File: src/rtl/auxcfg_pkg.sv
package auxcfg_pkg;

    localparam int ADDR_W   = 4;
    localparam int DATA_W   = 12;
    localparam int FRAME_W  = ADDR_W + DATA_W;
    localparam int CODE_W   = 3;

    // Field positions inside the 12 data bits of the control frame
    localparam int START_BIT = 0;
    localparam int AVG_LSB   = 4;
    localparam int DIV_LSB   = 7;
    localparam int MODE_BIT  = 10;

    typedef struct packed {
        logic [ADDR_W-1:0] addr;
        logic [DATA_W-1:0] data;
    } frame_t;

    typedef struct packed {
        logic              out_mode;
        logic [CODE_W-1:0] div;
        logic [CODE_W-1:0] avg;
    } ctrl_t;

    typedef enum logic [1:0] {
        ST_IDLE  = 2'd0,
        ST_BUSY  = 2'd1,
        ST_READY = 2'd2,
        ST_SHIFT = 2'd3
    } dstate_e;

    function automatic ctrl_t decode_ctrl(input logic [DATA_W-1:0] d);
        ctrl_t c;
        c.avg      = d[AVG_LSB +: CODE_W];
        c.div      = d[DIV_LSB +: CODE_W];
        c.out_mode = d[MODE_BIT];
        return c;
    endfunction

    function automatic logic [DATA_W-1:0] used_data_mask();
        logic [DATA_W-1:0] m;
        m = '0;
        m[START_BIT]           = 1'b1;
        m[AVG_LSB +: CODE_W]   = '1;
        m[DIV_LSB +: CODE_W]   = '1;
        m[MODE_BIT]            = 1'b1;
        return m;
    endfunction

endpackage

File: src/rtl/auxcfg_sync.sv
module auxcfg_sync #(
    parameter int             W       = 3,
    parameter int             STAGES  = 2,
    parameter logic [W-1:0]   RST_VAL = '0
) (
    input  logic         clk,
    input  logic         rst,
    input  logic [W-1:0] async_i,
    output logic [W-1:0] level_o,
    output logic [W-1:0] rise_o,
    output logic [W-1:0] fall_o
);
    logic [W-1:0] stg [STAGES];
    logic [W-1:0] prev_q;

    always_ff @(posedge clk) begin
        if (rst) begin
            for (int i = 0; i < STAGES; i++) stg[i] <= RST_VAL;
            prev_q <= RST_VAL;
        end else begin
            stg[0] <= async_i;
            for (int i = 1; i < STAGES; i++) stg[i] <= stg[i-1];
            prev_q <= stg[STAGES-1];
        end
    end

    assign level_o = stg[STAGES-1];

    for (genvar b = 0; b < W; b++) begin : g_edge
        assign rise_o[b] =  level_o[b] & ~prev_q[b];
        assign fall_o[b] = ~level_o[b] &  prev_q[b];
    end

endmodule

File: src/rtl/auxcfg_rx.sv
module auxcfg_rx
    import auxcfg_pkg::*;
(
    input  logic   clk,
    input  logic   rst,
    input  logic   cs_lvl_i,
    input  logic   sclk_rise_i,
    input  logic   din_lvl_i,
    output logic   frame_valid_o,
    output frame_t frame_o
);
    localparam int CNT_W = $clog2(FRAME_W + 1);
    localparam logic [CNT_W-1:0] FULL = CNT_W'(FRAME_W);
    localparam logic [CNT_W-1:0] LAST = CNT_W'(FRAME_W - 1);

    logic [CNT_W-1:0]   cnt;
    logic [FRAME_W-1:0] sh;

    always_ff @(posedge clk) begin
        if (rst) begin
            cnt           <= '0;
            sh            <= '0;
            frame_valid_o <= 1'b0;
        end else begin
            frame_valid_o <= 1'b0;
            if (cs_lvl_i) begin
                cnt <= '0;
            end else if (sclk_rise_i && cnt != FULL) begin
                sh  <= {sh[FRAME_W-2:0], din_lvl_i};
                cnt <= cnt + 1'b1;
                if (cnt == LAST) frame_valid_o <= 1'b1;
            end
        end
    end

    assign frame_o = frame_t'(sh);

    AST_CNT_BOUND: assert property (@(posedge clk) disable iff (rst)
        cnt <= FULL);
    AST_COMMIT_FULL: assert property (@(posedge clk) disable iff (rst)
        frame_valid_o |-> (cnt == FULL));
    AST_NO_COMMIT_CS_HIGH: assert property (@(posedge clk) disable iff (rst)
        $past(cs_lvl_i) |-> !frame_valid_o);

endmodule

File: src/rtl/auxcfg_ctrl.sv
module auxcfg_ctrl
    import auxcfg_pkg::*;
#(
    parameter logic [ADDR_W-1:0] CTRL_ADDR = 4'h3
) (
    input  logic   clk,
    input  logic   rst,
    input  logic   frame_valid_i,
    input  frame_t frame_i,
    output ctrl_t  cfg_o,
    output logic   start_o
);
    localparam logic [DATA_W-1:0] USED = used_data_mask();

    logic hit;
    logic unused_data;

    assign hit         = frame_valid_i && (frame_i.addr == CTRL_ADDR);
    assign unused_data = ^(frame_i.data & ~USED);

    always_ff @(posedge clk) begin
        if (rst) begin
            cfg_o   <= '0;
            start_o <= 1'b0;
        end else begin
            start_o <= 1'b0;
            if (hit) begin
                cfg_o   <= decode_ctrl(frame_i.data);
                start_o <= frame_i.data[START_BIT];
            end
        end
    end

    AST_START_SINGLE: assert property (@(posedge clk) disable iff (rst)
        start_o |=> !start_o);
    AST_CFG_HOLD: assert property (@(posedge clk) disable iff (rst)
        !hit |=> $stable(cfg_o));
    AST_START_NEEDS_HIT: assert property (@(posedge clk) disable iff (rst)
        start_o |-> $past(hit));

endmodule

File: src/rtl/auxcfg_dout.sv
module auxcfg_dout
    import auxcfg_pkg::*;
#(
    parameter int RES_W = 10
) (
    input  logic             clk,
    input  logic             rst,
    input  logic             cs_lvl_i,
    input  logic             cs_rise_i,
    input  logic             cs_fall_i,
    input  logic             sclk_fall_i,
    input  logic             start_i,
    input  logic             out_mode_i,
    input  logic             done_i,
    input  logic [RES_W-1:0] result_i,
    output logic             dout_o,
    output logic             dout_oe_o
);
    dstate_e          state;
    logic [RES_W-1:0] res_q;
    logic [RES_W-1:0] sh;

    always_ff @(posedge clk) begin
        if (rst) begin
            state <= ST_IDLE;
            res_q <= '0;
            sh    <= '0;
        end else if (start_i) begin
            state <= ST_BUSY;
        end else begin
            unique case (state)
                ST_BUSY: begin
                    if (done_i) begin
                        res_q <= result_i;
                        state <= ST_READY;
                    end
                end
                ST_READY: begin
                    if (cs_fall_i && out_mode_i) begin
                        sh    <= res_q;
                        state <= ST_SHIFT;
                    end
                end
                ST_SHIFT: begin
                    if (cs_rise_i)        state <= ST_IDLE;
                    else if (sclk_fall_i) sh    <= {sh[RES_W-2:0], 1'b0};
                end
                default: ;
            endcase
        end
    end

    always_comb begin
        dout_oe_o = !cs_lvl_i && (state != ST_IDLE);
        unique case (state)
            ST_BUSY:  dout_o = 1'b1;
            ST_SHIFT: dout_o = sh[RES_W-1];
            default:  dout_o = 1'b0;
        endcase
    end

    AST_BUSY_ON_START: assert property (@(posedge clk) disable iff (rst)
        start_i |=> (state == ST_BUSY));
    AST_READY_LATCH: assert property (@(posedge clk) disable iff (rst)
        (state == ST_BUSY && done_i && !start_i)
            |=> (state == ST_READY && res_q == $past(result_i)));
    AST_SHIFT_ENTRY: assert property (@(posedge clk) disable iff (rst)
        $rose(state == ST_SHIFT) |-> $past(out_mode_i && cs_fall_i));
    AST_NO_DATA_MODE0: assert property (@(posedge clk) disable iff (rst)
        (state == ST_READY && !out_mode_i) |=> (state != ST_SHIFT));
    AST_CS_RISE_IDLE: assert property (@(posedge clk) disable iff (rst)
        (state == ST_SHIFT && cs_rise_i && !start_i) |=> (state == ST_IDLE));

endmodule

File: src/rtl/auxcfg_port.sv
module auxcfg_port
    import auxcfg_pkg::*;
#(
    parameter logic [ADDR_W-1:0] CTRL_ADDR   = 4'h3,
    parameter int                SYNC_STAGES = 2,
    parameter int                RES_W       = 10
) (
    input  logic             clk,
    input  logic             rst,
    input  logic             cs_n_i,
    input  logic             sclk_i,
    input  logic             din_i,
    output logic             dout_o,
    output logic             dout_oe_o,
    output logic             conv_start_o,
    output logic [CODE_W-1:0] avg_code_o,
    output logic [CODE_W-1:0] div_code_o,
    output logic             out_mode_o,
    input  logic             conv_done_i,
    input  logic [RES_W-1:0] conv_result_i
);
    localparam int PIN_DIN  = 0;
    localparam int PIN_SCLK = 1;
    localparam int PIN_CS   = 2;
    localparam int PINS     = 3;

    logic [PINS-1:0] pins;
    logic [PINS-1:0] lvl;
    logic [PINS-1:0] rise;
    logic [PINS-1:0] fall;
    logic            unused_edges;

    frame_t frame;
    logic   frame_valid;
    ctrl_t  cfg;

    assign pins[PIN_DIN]  = din_i;
    assign pins[PIN_SCLK] = sclk_i;
    assign pins[PIN_CS]   = cs_n_i;
    assign unused_edges   = ^{rise[PIN_DIN], fall[PIN_DIN]};

    auxcfg_sync #(
        .W       (PINS),
        .STAGES  (SYNC_STAGES),
        .RST_VAL (3'b101)
    ) u_sync (
        .clk     (clk),
        .rst     (rst),
        .async_i (pins),
        .level_o (lvl),
        .rise_o  (rise),
        .fall_o  (fall)
    );

    auxcfg_rx u_rx (
        .clk           (clk),
        .rst           (rst),
        .cs_lvl_i      (lvl[PIN_CS]),
        .sclk_rise_i   (rise[PIN_SCLK]),
        .din_lvl_i     (lvl[PIN_DIN]),
        .frame_valid_o (frame_valid),
        .frame_o       (frame)
    );

    auxcfg_ctrl #(
        .CTRL_ADDR (CTRL_ADDR)
    ) u_ctrl (
        .clk           (clk),
        .rst           (rst),
        .frame_valid_i (frame_valid),
        .frame_i       (frame),
        .cfg_o         (cfg),
        .start_o       (conv_start_o)
    );

    auxcfg_dout #(
        .RES_W (RES_W)
    ) u_dout (
        .clk         (clk),
        .rst         (rst),
        .cs_lvl_i    (lvl[PIN_CS]),
        .cs_rise_i   (rise[PIN_CS]),
        .cs_fall_i   (fall[PIN_CS]),
        .sclk_fall_i (fall[PIN_SCLK]),
        .start_i     (conv_start_o),
        .out_mode_i  (cfg.out_mode),
        .done_i      (conv_done_i),
        .result_i    (conv_result_i),
        .dout_o      (dout_o),
        .dout_oe_o   (dout_oe_o)
    );

    assign avg_code_o = cfg.avg;
    assign div_code_o = cfg.div;
    assign out_mode_o = cfg.out_mode;

    AST_OE_CS_HIGH: assert property (@(posedge clk) disable iff (rst)
        lvl[PIN_CS] |-> !dout_oe_o);

endmodule

File: config.mk
export PLATFORM = sky130hd
export DESIGN_NAME = auxcfg_port
export DESIGN_NICKNAME = d
export VERILOG_FILES = /design/src/rtl/auxcfg_pkg.sv /design/src/rtl/auxcfg_sync.sv /design/src/rtl/auxcfg_rx.sv /design/src/rtl/auxcfg_ctrl.sv /design/src/rtl/auxcfg_dout.sv /design/src/rtl/auxcfg_port.sv
export SDC_FILE = /design/constraint.sdc
export NUM_CORES = 1
export LEC_CHECK = 0
export ABC_AREA = 1
export ABC_CLOCK_PERIOD_IN_PS = 2300
export BUFFER_PORTS_ARGS = -buffer_cell sky130_fd_sc_hd__buf_4
export CORE_MARGIN = 2
export CORE_UTILIZATION = 38
export CTS_CLUSTER_DIAMETER = 30
export DETAILED_ROUTE_END_ITERATION = 8
export PLACE_DENSITY = 0.62
export SYNTH_ARGS = -nofsm -noshare
export SYNTH_HDL_FRONTEND = slang
export SYNTH_HIERARCHICAL = 1
export SYNTH_SLANG_ARGS = --single-unit
File: constraint.sdc
create_clock -name clk -period 2.3 [get_ports clk]
set_input_delay 0.575 -clock clk [delete_from_list [all_inputs] [get_ports clk]]
set_output_delay 0.575 -clock clk [all_outputs]
set_load 0.1 [all_outputs]
==> qor.txt, run 1 <==
routability cong.: 0.826
Worst Setup Slack, final: 121 ps
status: completed
clock insertion delay at the later pin of the skew report: 340 ps
drt via density: 4.57
MaxCap Viol Count: 0
Reg2Reg Depth: 6
fin. max-slew vios: 0
Cells on Worst Hold Path: 2
Starting Density: 38.6%
Die Span X: 91.9 um
worst hold path type: flop to flop
WS Path Type: flop to primary output
IO Port Bufs: 25
CP required: 1730 ps
Max Clk Rate: 459 MHz
synthesized area: 2930 um^2
GRT overflow: 0
CP arrival: 1600 ps
worst slack, placed: 475 ps
CTS H-Tree Depth: 3
fill cell count: 776
largest net degree at the start of global routing: 26
layout cells sized above 1: 13.9%
fin crit share: 94.7%
Finished Layout Cells: 549
vias: 2510
Final setup viols: 0
P&R area growth vs syn: 15.0%
WL/cell: 10.6 um
vias in the first global route: 2331
Detail Placement HPWL: 4.00 mm
nets: 468
initial antenna violation count: 0
final WL: 5.80 mm
ANT nets after route: 0
Syn. warnings: 6
DP Cell Count: 533
Max clock buf depth: 2
RSZ-0062 raised after global routing: no
pwr dens: 724 nW/um^2
initial DRC count: 157
Core Util, Final: 44.3%
CTS buffer count: 9
first-pass GRT wire length: 10.2 mm
Max FO, Critical Path: 5
Worst Setup End Kind: primary output
die area: 8440 um^2
Sequential cell area: 1200 um^2
VDD IR max: 0.243 mV
Final min period: 2180 ps
Die Y: 91.9 um
headroom to the max-slew limit: 57.1%
FP Rows: 32
area of the multi-input gates: 1290 um^2
Static Leak: 1.47 nW
# Post-CTS Setup Buffers: 0
CTS tree: built
Syn Nets: 447
synthesized instance count: 421
DRC viols: 0
# IOs: 26
Worst Tran Pin Value: 643 ps
TNS Setup: 0 ps
Setup Skew: 7.80 ps
clk root buf: clkbuf_8
Worst-path clk slew: 60 ps
Avg Cell Area, Syn: 6.97 um^2
Core Footprint: 7610 um^2
CTS sink cnt: 60
DRT Pass-1 Iters: 4
gr usage total: 15.1%
Final Hold Viols: 0
n_diodes: 0
Setup crit start kind: flop
[worst max-delay path, cell delays in order (launching register included)]
cell and delay, ps:
dfxtp_1 410, inv_1 120, ha_1 250, nor2_1 210, nor2_2 60, buf_4 230
[metrics by stage]
stage          total power [mW]  hold slack, ps  cell area [um^2]
6_report                   2.44             403              3370
5_1_grt                    2.56             414              3370
4_1_cts                    2.48             405              3370
3_5_place_dp               1.43             395              3150
3_3_place_gp               1.43             395              3150
2_1_floorplan              1.37             387              2940
[registers in the layout (all words and copies together) (netlist names)]
signal,flops
u_ctrl/cfg_o,7
u_ctrl/start_o,1
u_dout/res_q,10
u_dout/sh,10
u_dout/state,2
u_rx/cnt,5
u_rx/frame_o,16
u_rx/frame_valid_o,1
u_sync/prev_q,2
u_sync/stg,6
[layout make-up]
class                      count  share of cell area, %
clock inverter                 5                   2.23
multi-input combinational    256                   38.2
clock buffer                  11                   4.19
tap                          102                   3.78
sequential                    60                   35.6
timing repair buffer          29                   6.45
inverter                      86                   9.57
[path summary, 6_finish.rpt]
| kind | from | to | slack (ps) |
|---|---|---|---|
| max | u_dout/state[1] | dout_o | 120 |
| min reg2reg | u_sync/stg[0][1] | u_sync/stg[0][4] | 400 |
| max reg2reg | u_dout/state[0] | u_dout/sh[0] | 620 |
| min | u_sync/stg[0][1] | u_sync/stg[0][4] | 400 |
[power breakdown]
part / internal, mW / switching [mW]
clock: 0.634 / 0.400
sequential: 1.07 / 0.0183
combinational: 0.109 / 0.210
total: 1.81 / 0.629
[metal layers]
| layer | wire length [um] | vias to the layer above | GRT usage [%] |
|---|---|---|---|
| li1 | - | 1341 | - |
| met1 | 2880 | 1115 | 18.7 |
| met2 | 2570 | 42 | 24.3 |
| met3 | 219 | 12 | 3.70 |
| met4 | 137 | 0 | 7.84 |
| met5 | 0 | - | 0 |
[placed cells by master (no fill, tap or decap), drive strengths merged]
cell	instances
o21ai	20
nand4	27
a21oi	29
clkinv	6
nor3	1
bufinv	2
or2	1
nor2	53
ha	10
dfxtp	60
nand3	19
inv	83
clkbuf	11
buf	29
o211ai	1
nand2	95
[timing repair]
| action | CTS | global route |
|---|---|---|
| endpoints found under the hold margin | 0 | 0 |
| endpoints found under the setup margin | 0 | 1 |
| gates resized for setup | 0 | 1 |
| hold buffers | 0 | 0 |
No activity file was read; power rests on OpenSTA's default activity.
==> inputs of run 2 (changes only) <==
--- a/config.mk
+++ b/config.mk
@@ -9,10 +9,10 @@
 export ABC_CLOCK_PERIOD_IN_PS = 2300
 export BUFFER_PORTS_ARGS = -buffer_cell sky130_fd_sc_hd__buf_4
 export CORE_MARGIN = 2
-export CORE_UTILIZATION = 38
+export CORE_UTILIZATION = 50
 export CTS_CLUSTER_DIAMETER = 30
 export DETAILED_ROUTE_END_ITERATION = 8
-export PLACE_DENSITY = 0.62
+export PLACE_DENSITY = 0.76
 export SYNTH_ARGS = -nofsm -noshare
 export SYNTH_HDL_FRONTEND = slang
 export SYNTH_HIERARCHICAL = 1
==> run 2 against run 1 <==
  * Clock skew decreased by 4.0 ps
  * Combinational power about the same
  * Flip-flop and latch count unchanged
  * Core utilization increased by 15 points
  * Worst setup slack improved by 57 ps
  * Register-to-register slack got worse by 20 ps
  * Via count decreased by 0.20%
  * Sequential share of layout area increased by 0.95 points
  * Sequential power about the same
  * Die area decreased by 23%
  * Non-clock buffer count unchanged
  * Count of clock-buffer cells in the layout increased by 2
  * Largest cell class unchanged
  * Largest power group unchanged
  * Highest routed layer unchanged
==> qor.txt, run 2 (same netlist as run 1, synthesis figures left out) <==
critical path, cell by cell: inv_1, ha_1, nor2_1, nor2_2, buf_4
worst slack, placed: 526 ps (+50.9 ps)
headroom to the max-slew limit: 61.3% (+4.2 points)
crit path from: u_dout/state[1]
Max Clk Rate: 471 MHz (+2.7%)
worst hold path type: flop to flop
Core Footprint: 5570 um^2 (-27%)
clock insertion delay at the later pin of the skew report: 330 ps (about the same)
initial antenna violation count: 0 (unchanged)
Max clock buf depth: 2 (unchanged)
DRT Pass-1 Iters: 4 (unchanged)
Final Hold Viols: 0 (unchanged)
WL/cell: 10.4 um (-1.3%)
IO Port Bufs: 25 (unchanged)
Die Span X: 80.6 um (-12%)
Slowest-stage cell, CP: dfxtp_1
first-pass GRT wire length: 9.49 mm (-7.0%)
largest net degree at the start of global routing: 26 (unchanged)
Final setup viols: 0 (unchanged)
CTS H-Tree Depth: 3 (unchanged)
CTS sink cnt: 60 (unchanged)
nets: 468 (unchanged)
hold_sp: u_sync/stg[0][2]
Worst Setup End Kind: primary output
# Post-CTS Setup Buffers: 0 (unchanged)
Core Util, Final: 58.9% (+15 points)
DP Cell Count: 503 (-5.6%)
Final min period: 2120 ps (-57.3 ps)
Largest register FFs: 16 (unchanged)
Worst Setup Slack, final: 178 ps (+57.3 ps)
Setup Skew: 3.78 ps (-4.02 ps)
Starting Density: 52.6% (+14 points)
pwr dens: 675 nW/um^2 (-6.9%)
n_diodes: 0 (unchanged)
GRT overflow: 0 (unchanged)
Worst-path clk slew: 60 ps (about the same)
R2R setup slack: 600 ps (-20 ps)
most common cell after layout, fill and taps aside: nand2_1
RSZ-0062 raised after global routing: no
CTS buffer count: 9 (unchanged)
Hold Buf Count CTS: 0 (unchanged)
Crit Reg-Reg Endpoint: u_dout/sh[1]
MaxCap Viol Count: 0 (unchanged)
VDD IR max: 0.364 mV (+50%)
clk root buf: clkbuf_8
ANT nets after route: 0 (unchanged)
Worst Tran Pin Value: 579 ps (-63.3 ps)
most frequent cells in the layout: 91 x nand2_1, 81 x inv_1, 60 x dfxtp_1
Detail Placement HPWL: 3.70 mm (-7.4%)
Finished Layout Cells: 518 (-5.6%)
TNS Setup: 0 ps (unchanged)
post-CTS sizing: 0 (unchanged)
final WL: 5.41 mm (-6.9%)
Die Y: 80.6 um (-12%)
worst reg2reg startpoint: u_dout/state[0]
layout cells sized above 1: 13.2% (-0.64 points)
CP required: 1730 ps (about the same)
DRC viols: 0 (unchanged)
gr usage total: 18.8% (+3.7 points)
CP arrival: 1550 ps (-50 ps)
vias: 2505 (-0.20%)
CP peak stage delay: 400 ps (about the same)
die area: 6500 um^2 (-23%)
Reg2Reg Depth: 8 (+2)
fin area: 3290 um^2 (-2.6%)
routability cong.: 0.795 (-3.8%)
initial DRC count: 152 (-3.2%)
Hold EP: u_sync/stg[0][5]
CTS tree: built
placed inst area: 3120 um^2 (-1.2%)
fin. max-slew vios: 0 (unchanged)
vias in the first global route: 2298 (-1.4%)
fin crit share: 92.2% (-2.5 points)
Setup crit start kind: flop
Max FO, Critical Path: 5 (unchanged)
status: completed
# IOs: 26 (unchanged)
FP Rows: 27 (-16%)
Cells on Worst Hold Path: 2 (unchanged)
P&R area growth vs syn: 12.0%
WS Path Type: flop to primary output
Tot Pwr: 2.22 mW (-9.3%)
drt via density: 4.84 (+5.8%)
Static Leak: 1.45 nW (-1.4%)
Hold Slack: 404 ps (+0.863 ps)
run 2: changes by cell type in the layout (fill, tap and decap cells not counted), sizes merged:
cell,change
bufinv,-2
clkbuf,+2
clkinv,-1
run 2: area by class of cell:
class	instances	area [um^2]
fill	537	2290
multi-input combinational	256	1280
inverter	86	323
clock inverter	2	10.0
clock buffer	13	159
tap	72	90.1
timing repair buffer	29	218
sequential	60	1200
run 2: where the power goes:
group	switching [mW]	internal (mW)	total, mW	leakage [nW]
logic	0.208	0.108	0.316	0.871
clock network	0.371	0.440	0.811	0.0893
registers	0.0174	1.07	1.09	0.485
run 2: layer usage:
layer / vias up / global-route usage (%) / routed length [um]
met2: 33 / 33.5 / 2610
met1: 1125 / 20.2 / 2500
li1: 1342 / - / -
met4: 0 / 7.12 / 69
met3: 5 / 6.74 / 226
met5: - / 0 / 0
run 2: worst max path at each step:
stage,end,cells past startpoint,slack (ps)
after CTS,dout_o,5,150
after floorplan,dout_o,4,140
after global routing,dout_o,5,10
final,dout_o,5,180
after global placement,dout_o,5,580
after detailed placement,dout_o,5,530
run 2: critical path, delay by kind of cell (launching register included):
kind	cells	cell delay, ps
and+or+nand+nor	2	240
adders and majority gates	1	240
DFF	1	400
buffers and inverters	2	340
